`config.mk`:
```
export PLATFORM = sky130hd
export DESIGN_NAME = chain_freeze_seq
export DESIGN_NICKNAME = d
export VERILOG_FILES = /design/src/rtl/cfs_pkg.sv /design/src/rtl/cfs_timer.sv /design/src/rtl/cfs_req_bank.sv /design/src/rtl/cfs_ctrl.sv /design/src/rtl/chain_freeze_seq.sv
export SDC_FILE = /design/constraint.sdc
export NUM_CORES = 1
export LEC_CHECK = 0
export ABC_AREA = 1
export ABC_CLOCK_PERIOD_IN_PS = 1500
export CORE_UTILIZATION = 35
export CTS_CLUSTER_DIAMETER = 40
export DETAILED_ROUTE_END_ITERATION = 10
export HOLD_SLACK_MARGIN = 0.12
export PLACE_DENSITY = 0.63
export SYNTH_ARGS = -nofsm -noshare
export SYNTH_HDL_FRONTEND = slang
export SYNTH_SLANG_ARGS = --single-unit
```
`constraint.sdc`:
```
create_clock -name clk_i -period 1.5 [get_ports clk_i]
set_input_delay 0.3 -clock clk_i [delete_from_list [all_inputs] [get_ports clk_i]]
set_output_delay 0.3 -clock clk_i [all_outputs]
set_load 0.1 [all_outputs]
```
`src/rtl/cfs_pkg.sv`:
```
package cfs_pkg;
  typedef enum logic [2:0] {
    ST_IDLE,
    ST_RAISE,
    ST_SETTLE,
    ST_WAIT,
    ST_DROP,
    ST_GAP,
    ST_HALT
  } cfs_state_e;
endpackage

```
`src/rtl/cfs_timer.sv`:
```
module cfs_timer #(
  parameter int TMO_W = 8
) (
  input  logic             clk_i,
  input  logic             rst_ni,
  input  logic             run_i,
  input  logic             busy_i,
  input  logic [TMO_W-1:0] limit_i,
  output logic             hit_o
);
  logic [TMO_W-1:0] cnt_q;

  assign hit_o = run_i && busy_i && (cnt_q == limit_i);

  always_ff @(posedge clk_i or negedge rst_ni) begin
    if (!rst_ni) cnt_q <= '0;
    else if (!run_i) cnt_q <= '0;
    else if (busy_i && !hit_o) cnt_q <= cnt_q + 1'b1;
  end
endmodule

```
`src/rtl/cfs_req_bank.sv`:
```
module cfs_req_bank #(
  parameter int NUM_STAGES = 4,
  parameter int IDX_W      = 2
) (
  input  logic                  clk_i,
  input  logic                  rst_ni,
  input  logic                  set_i,
  input  logic                  clr_i,
  input  logic [IDX_W-1:0]      idx_i,
  output logic [NUM_STAGES-1:0] req_o
);
  for (genvar g = 0; g < NUM_STAGES; g++) begin : g_stage
    logic sel;
    assign sel = (idx_i == IDX_W'(g));
    always_ff @(posedge clk_i or negedge rst_ni) begin
      if (!rst_ni) req_o[g] <= 1'b0;
      else if (set_i && sel) req_o[g] <= 1'b1;
      else if (clr_i && sel) req_o[g] <= 1'b0;
    end
  end
endmodule

```
`src/rtl/cfs_ctrl.sv`:
```
module cfs_ctrl
  import cfs_pkg::*;
#(
  parameter int NUM_STAGES = 4,
  parameter int IDX_W      = 2
) (
  input  logic             clk_i,
  input  logic             rst_ni,
  input  logic             enter_i,
  input  logic             exit_i,
  input  logic             busy_sel_i,
  input  logic             tmo_hit_i,
  output logic [IDX_W-1:0] idx_o,
  output logic             set_en_o,
  output logic             clr_en_o,
  output logic             wait_o,
  output logic             done_o,
  output logic             cmd_err_o,
  output logic             tmo_o,
  output logic [IDX_W-1:0] tmo_stage_o
);
  localparam logic [IDX_W-1:0] LAST = IDX_W'(NUM_STAGES - 1);

  cfs_state_e       state_q;
  logic [IDX_W-1:0] idx_q;

  assign idx_o    = idx_q;
  assign set_en_o = (state_q == ST_RAISE);
  assign clr_en_o = (state_q == ST_DROP);
  assign wait_o   = (state_q == ST_WAIT);

  always_ff @(posedge clk_i or negedge rst_ni) begin
    if (!rst_ni) begin
      state_q     <= ST_IDLE;
      idx_q       <= '0;
      done_o      <= 1'b0;
      cmd_err_o   <= 1'b0;
      tmo_o       <= 1'b0;
      tmo_stage_o <= '0;
    end else begin
      done_o <= 1'b0;
      if ((enter_i || exit_i) && state_q != ST_IDLE) cmd_err_o <= 1'b1;
      unique case (state_q)
        ST_IDLE: begin
          if (enter_i) begin
            idx_q   <= '0;
            state_q <= ST_RAISE;
          end else if (exit_i) begin
            idx_q   <= LAST;
            state_q <= ST_DROP;
          end
        end
        ST_RAISE:  state_q <= ST_SETTLE;
        ST_SETTLE: state_q <= ST_WAIT;  // let the stage report busy
        ST_WAIT: begin
          if (tmo_hit_i) begin
            state_q     <= ST_HALT;
            tmo_o       <= 1'b1;
            tmo_stage_o <= idx_q;
          end else if (!busy_sel_i) begin
            if (idx_q == LAST) begin
              done_o  <= 1'b1;
              state_q <= ST_IDLE;
            end else begin
              idx_q   <= idx_q + 1'b1;
              state_q <= ST_RAISE;
            end
          end
        end
        ST_DROP: state_q <= ST_GAP;
        ST_GAP: begin
          if (idx_q == '0) begin
            done_o  <= 1'b1;
            state_q <= ST_IDLE;
          end else begin
            idx_q   <= idx_q - 1'b1;
            state_q <= ST_DROP;
          end
        end
        ST_HALT: state_q <= ST_HALT;
        default: state_q <= ST_IDLE;
      endcase
    end
  end
endmodule

```
`src/rtl/chain_freeze_seq.sv`:
```
module chain_freeze_seq #(
  parameter int NUM_STAGES = 4,
  parameter int TMO_W      = 8,
  parameter int IDX_W      = (NUM_STAGES > 1) ? $clog2(NUM_STAGES) : 1
) (
  input  logic                  clk_i,
  input  logic                  rst_ni,
  input  logic                  enter_i,
  input  logic                  exit_i,
  input  logic [TMO_W-1:0]      tmo_limit_i,
  input  logic [NUM_STAGES-1:0] busy_i,
  output logic [NUM_STAGES-1:0] frz_req_o,
  output logic                  done_o,
  output logic                  cmd_err_o,
  output logic                  tmo_o,
  output logic [IDX_W-1:0]      tmo_stage_o
);
  logic [IDX_W-1:0] idx;
  logic set_en, clr_en, wait_st, busy_sel, tmo_hit;

  assign busy_sel = busy_i[idx];

  cfs_ctrl #(.NUM_STAGES(NUM_STAGES), .IDX_W(IDX_W)) u_ctrl (
    .clk_i, .rst_ni, .enter_i, .exit_i,
    .busy_sel_i (busy_sel),
    .tmo_hit_i  (tmo_hit),
    .idx_o      (idx),
    .set_en_o   (set_en),
    .clr_en_o   (clr_en),
    .wait_o     (wait_st),
    .done_o, .cmd_err_o, .tmo_o, .tmo_stage_o
  );

  cfs_timer #(.TMO_W(TMO_W)) u_timer (
    .clk_i, .rst_ni,
    .run_i   (wait_st),
    .busy_i  (busy_sel),
    .limit_i (tmo_limit_i),
    .hit_o   (tmo_hit)
  );

  cfs_req_bank #(.NUM_STAGES(NUM_STAGES), .IDX_W(IDX_W)) u_reqs (
    .clk_i, .rst_ni,
    .set_i (set_en),
    .clr_i (clr_en),
    .idx_i (idx),
    .req_o (frz_req_o)
  );
endmodule

```
## Word-level counts from Yosys, hierarchy flattened

Index checks and enable logic that the tools add are counted.

| word-level totals | value |
|---|---|
| bits in registers | 22 |
| bits of input ports | 16 |
| output and inout bits | 9 |
| word-level logic and storage cells | 88 |

| operators by class | value |
|---|---|
| add/subtract/negate cells | 3 |
| $lt $le $gt $ge | 1 |
| equality and inequality tests | 17 |
| multiplexer cells | 31 |
| reduce and logical (&&, ||, !) cells | 25 |

Operators with widths:

| kind | count |
|---|---|
| one-hot mux 3 bit (7 select lines) | 1 |
| two-way mux 8 bit | 2 |
| two-way mux 3 bit | 5 |
| two-way mux 1 bit | 14 |
| logical AND 1 bit | 12 |
| two-way mux 2 bit | 6 |
| inequality test 2 bit, second input constant | 5 |
| equality test 3 bit, second input constant | 3 |
| adder 8 x 1 -> 8 bit, second input constant | 1 |
| equality test 8 bit | 1 |
| nonzero test 2 bit | 4 |
| equality test 3 x 2 -> 1 bit, second input constant | 2 |
| inequality test 3 bit, second input constant | 2 |
| one-hot mux 2 bit (3 select lines) | 1 |
| AND reduction 6 bit | 1 |
| nonzero test 3 bit | 2 |
| equality test 2 bit, second input constant | 2 |
| AND reduction 2 bit | 2 |
| equality test 3 x 1 -> 1 bit, second input constant | 1 |
| zero test 3 bit | 1 |
| less-than comparator 2 x 3 -> 1 bit, second input constant | 1 |
| adder 2 x 1 -> 2 bit, second input constant | 1 |
| binary-select mux 1 bit (select 2 bit) | 1 |
| equality test 2 x 1 -> 1 bit, second input constant | 1 |
| other kinds (5) | 5 |

## Logic depth before layout (Yosys ltp)

| depth | value |
|---|---|
| depth after elaboration | 8 |
| gate-level depth with buffers | 10 |
| depth with buffers taken out | 10 |

## By module

A second synthesis with hierarchy kept.

| second synthesis, totals | value |
|---|---|
| cell total of the unflattened synthesis | 211 |
| area total of the unflattened synthesis | 1461.4 um^2 |

Modules (own cells, without submodules):

| module | instances | cells each | area each (um^2) | seq. area each (um^2) |
|---|---|---|---|---|
| cfs_timer | 1 | 95 | 639.4 | 200.2 |
| cfs_ctrl | 1 | 80 | 591.8 | 250.2 |
| cfs_req_bank | 1 | 23 | 178.9 | 100.1 |
| chain_freeze_seq | 1 | 13 | 51.3 | 0.0 |

## Worst setup path after synthesis

OpenSTA, ideal clock, no wires.

| timing | value |
|---|---|
| path type | flip-flop to flip-flop |
| from | reg u_ctrl.idx_q[0] (netlist: u_ctrl.idx_o[0]) |
| to | reg u_timer.cnt_q[5] |
| library setup time | 0.117 ns |
| data arrival time | 1.255 ns |
| required time | 1.383 ns |
| slack | 0.128 ns |
| cell stages (with the launch flop) | 11 |
| path buffers | 0 |
| period minus slack after synthesis | 1.372 ns |
| cell sequence | dfrtp_1 inv_2 nand2_1 nand3_1 nand2_1 nor2_2 nand3_4 nand2_2 nand2_2 nand2_1 nand2_1 |

| on the way | value |
|---|---|
| longest elaborated chain between the ends | 7 |

Ends and longest elaborated chain:

| what | line | RTL |
|---|---|---|
| start: declaration | cfs_ctrl.sv:25 | `logic [IDX_W-1:0] idx_q;` |
| start signal: assignment | cfs_ctrl.sv:65 | `idx_q <= idx_q + 1'b1;` |
| start signal: assignment | cfs_ctrl.sv:76 | `idx_q <= idx_q - 1'b1;` |
| binary-select mux 1 bit (select 2 bit) (*) | chain_freeze_seq.sv:21 | `assign busy_sel = busy_i[idx];` |
| two-way mux 1 bit (implied by the code) (*) | chain_freeze_seq.sv:21 |  |
| logical AND 1 bit (2 in a row) | cfs_timer.sv:13 | `assign hit_o = run_i && busy_i && (cnt_q == limit_i);` |
| zero test 1 bit | cfs_timer.sv:18 | `else if (busy_i && !hit_o) cnt_q <= cnt_q + 1'b1;` |
| logical AND 1 bit (*) | cfs_timer.sv:18 |  |
| inequality test 2 bit (no source line) (*) | n/a |  |
| end signal: assignment | cfs_timer.sv:18 |  |
| end: declaration | cfs_timer.sv:11 | `logic [TMO_W-1:0] cnt_q;` |

Every way passes the cells marked *; elsewhere a longest branch is shown, timed or not. The select of a mux whose other input is x is not followed.
A chain may end at the register's enable or synchronous reset.

## Final worst setup path

| timing | value |
|---|---|
| from | reg u_ctrl.idx_q[0] (netlist: u_ctrl.idx_o[0]) |
| to | reg u_ctrl.state_q[0] |

| on the way | value |
|---|---|
| longest elaborated chain between the ends | 6 |
| elaborated cells between the ends (all ways) | 11 |
| classes of those cells | 2 x eq/ne; 6 x mux; 3 x reduce/logical |

Ends and longest elaborated chain:

| what | line | RTL |
|---|---|---|
| binary-select mux 1 bit (select 2 bit) | chain_freeze_seq.sv:21 |  |
| two-way mux 1 bit (implied by the code) | chain_freeze_seq.sv:21 |  |
| logical AND 1 bit (2 in a row) | cfs_timer.sv:13 |  |
| two-way mux 3 bit or inequality test 3 bit (tied branches) | n/a |  |
| one-hot mux 3 bit (7 select lines) or AND reduction 2 bit (tied branches) | n/a |  |
| end signal: assignment | cfs_ctrl.sv:47 | `state_q <= ST_RAISE;` |
| end signal: assignment | cfs_ctrl.sv:54 | `ST_SETTLE: state_q <= ST_WAIT;` |
| end signal: assignment | cfs_ctrl.sv:57 | `state_q <= ST_HALT;` |
| end: declaration | cfs_ctrl.sv:24 | `cfs_state_e state_q;` |

Several ways; a longest one is shown, not always the timed one. The select of a mux whose other input is x is not followed.

==> impl_metrics.py <==
metrics = {
    "synthesis": {
        "syn_nets": 203,
        "ys_top_cells_by_area": "dfrtp_1 (39%), nand2_1 (14%), inv_1 (6.4%)",
        "synth_area_um2": 1410,
        "synth_top_cell_area_share_pct": 39.0,
        "synth_edf_count": 0,
        "synth-seq-area-share_pct": 39.0,
        "yosysWarnings": 0,
        "synth_cells": 182,
        "synth_flop_cell": "dfrtp_1",
        "synthArstFlopShare_pct": 100,
        "synth.most_common_cell": "nand2_1",
        "synth_top_cells_by_count": "nand2_1 (54), inv_1 (24), dfrtp_1 (22)",
        "synth_top_area_cell": "dfrtp_1",
        "ys_ff_latch": 22,
        "synth_cell_types": 30,
        "avgSynthCellArea_um2": 7.75,
    },
    "placement": {
        "gp_congestion": 0.854,
        "dpl-instance-area_um2": 1890,
        "dp_cells": 265,
        "numPortBuffers": 24,
        "place_ws_ns": -0.279,
        "place_hpwl_um": 2310,
    },
    "detailed_routing": {
        "drt_iter0_markers": 94,
        "wl_per_cell_um": 11.5,
        "drc": 0,
        "viasPerCell": 4.70,
        "vias": 1282,
        "ant_nets": 0,
        "firstDrtPassIters": 5,
        "drt-total-wl_um": 3130,
    },
    "worst_hold_path": {
        "hold_class": "primary input to asynchronous set/reset pin",
    },
    "die": {
        "coreArea_um2": 3770,
        "start_util_pct": 37.4,
        "rows": 22,
        "pin_count": 25,
        "fp.dieH_um": 65.5,
        "die_area_um2": 4290,
        "die_width_um": 65.5,
    },
    "global_route": {
        "grt_use_total_pct": 16.3,
        "antenna_found_initial": 0,
        "grt_pass1_wl_um": 5340,
        "grt_pass1_vias": 1248,
        "grt_max_degree": 23,
        "overflow": 0,
    },
    "sta": {
        "rsz0062_at_grt": "true",
        "setup_viol": 0,
        "worst_pin_slew_ns": 0.284,
        "fin_skew_ns": 0.00349,
        "fin_crit_ns": 1.43,
        "setup_ws_ns": 0.0738,
        "fmax_mhz": 701,
        "max-slew-margin-rel_pct": 81.0,
        "finalHoldViolCount": 0,
        "maxSlewViolCount": 0,
        "finalCritPeriodShare_pct": 95.1,
    },
    "critical_path": {
        "crit_required_ns": 1.66,
        "worstPathMaxFanout": 4,
        "critical_path_arrival_ns": 1.59,
        "critPathCaptureType": "flip-flop",
        "path_class": "flip-flop to flip-flop",
        "critPathLaunchType": "flip-flop",
        "rrSetupSlack_ns": 0.07,
        "timing.rr.start": "u_ctrl.idx_o[0]",
        "cp-startpoint": "u_ctrl.idx_o[0]",
    },
    "finish": {
        "fin_area_um2": 2020,
        "antennaDiodeCount": 0,
        "nNetsFinal": 247,
        "final_util_pct": 53.6,
        "drive_gt1_share_pct": 27.6,
        "final_cells": 273,
        "syn_to_final_growth_pct": 43.4,
        "nFillCells": 354,
    },
    "pwr": {
        "cellPowerDensity_nw_per_um2": 1560,
        "power.leakage_uw": 0.000968,
        "ir_drop_mv": 1.10,
    },
    "run_status": {
        "status": "completed",
    },
    "clock_network": {
        "clock-sinks": 22,
        "numCtsBuffers": 3,
        "cts_tree": "done",
        "clockBufferDepth": 2,
        "htreeDepth": 1,
        "clkTransAtPathRegs_ns": 0.08,
        "clk_latency_ns": 0.27,
        "cts_root_buffer": "clkbuf_8",
    },
    "job": {
        "drv_cap": 0,
    },
}
[through the flow]
step,hold WS [ns],total power [uW],TNS [ns]
CTS,0.381,3060,0
finish,0.370,3160,0
detailed placement,0.520,2590,-3.67
floorplan,0.00441,2000,0
global placement,0.516,2580,-3.38
global route,0.409,3400,-0.120
[layout by cell type, fill, tap and decap left out, types with 6 or more instances in the layout]
cell type,instances
inv_1,23
buf_4,16
dfrtp_1,16
nor2_1,8
nand2_1,50
clkdlybuf4s50_1,15
dfrtp_2,6
buf_12,10
nand2_2,6
nand3_1,10
xnor2_1,6
o21ai_0,11
[power by group]
| part | internal [uW] | switching, uW | leakage (uW) |
|---|---|---|---|
| registers | 738 | 165 | 0.000265 |
| logic | 685 | 1130 | 0.000675 |
| clock network | 235 | 209 | 0.0000288 |
| total | 1660 | 1500 | 0.000968 |
[flip-flops by register name (all words and copies together) (netlist names)]
| name | count |
|---|---|
| u_timer.cnt_q | 8 |
| u_reqs.req_o | 4 |
| u_ctrl.state_q | 3 |
| u_ctrl.idx_o | 2 |
| u_ctrl.tmo_stage_o | 2 |
| u_ctrl.cmd_err_o | 1 |
| u_ctrl.done_o | 1 |
| u_ctrl.tmo_o | 1 |
[repair_timing]
action,4_1_cts,5_1_grt
pin swaps,0,5
setup buffers,0,4
hold buffers,0,0
endpoints found under the setup margin,6,13
resized for setup,1,19
[routing by layer]
layer,vias up,share of wire (%),GRT usage [%]
met4,0,1.5,5.43
met3,5,2.5,3.65
met2,20,48,26.0
li1,669,-,-
met1,588,47,21.7
met5,-,0,0
[critical path: stages, from the launching register on]
cell and delay [ns]:
dfrtp_2 0.44, inv_2 0.09, nand2_1 0.05, nand3_1 0.08
nand2_2 0.08, nor2_4 0.17, nand3_4 0.13, buf_4 0.16
nand2_1 0.05, o21bai_1 0.06
[cell families (layout without fill, tap and decap cells)]
family                   Yosys count  after routing  synth area share, %
adder cells (fa/ha/maj)            5              5                 4.44
buffers and inverters             29             72                 8.96
XOR/XNOR                           9              9                 5.59
flip-flops                        22             22                 39.0
AO/OA/AOI/OAI                     25             25                 10.8
AND/OR/NAND/NOR                   92             92                 31.1
[worst paths after layout]
| kind | end | cells past startpoint |
|---|---|---|
| max | u_ctrl.state_q[0] | 9 |
| min | u_reqs.req_o[3] | 2 |
| max reg2reg | u_ctrl.state_q[0] | 9 |
| min reg2reg | u_ctrl.tmo_o | 2 |
| max in group asynchronous | u_ctrl.idx_o[0] | 2 |
| min in group clk_i | u_ctrl.tmo_o | 2 |
[area by class of cell]
class	instances	area (um2)	share of cell area, %
sequential	22	558	27.6
tap	48	60.1	2.97
multi-input combinational	131	774	38.3
clock buffer	4	55.1	2.72
timing repair buffer	41	470	23.3
inverter	27	104	5.14
Note: power is estimated with default switching activity, not from simulation.
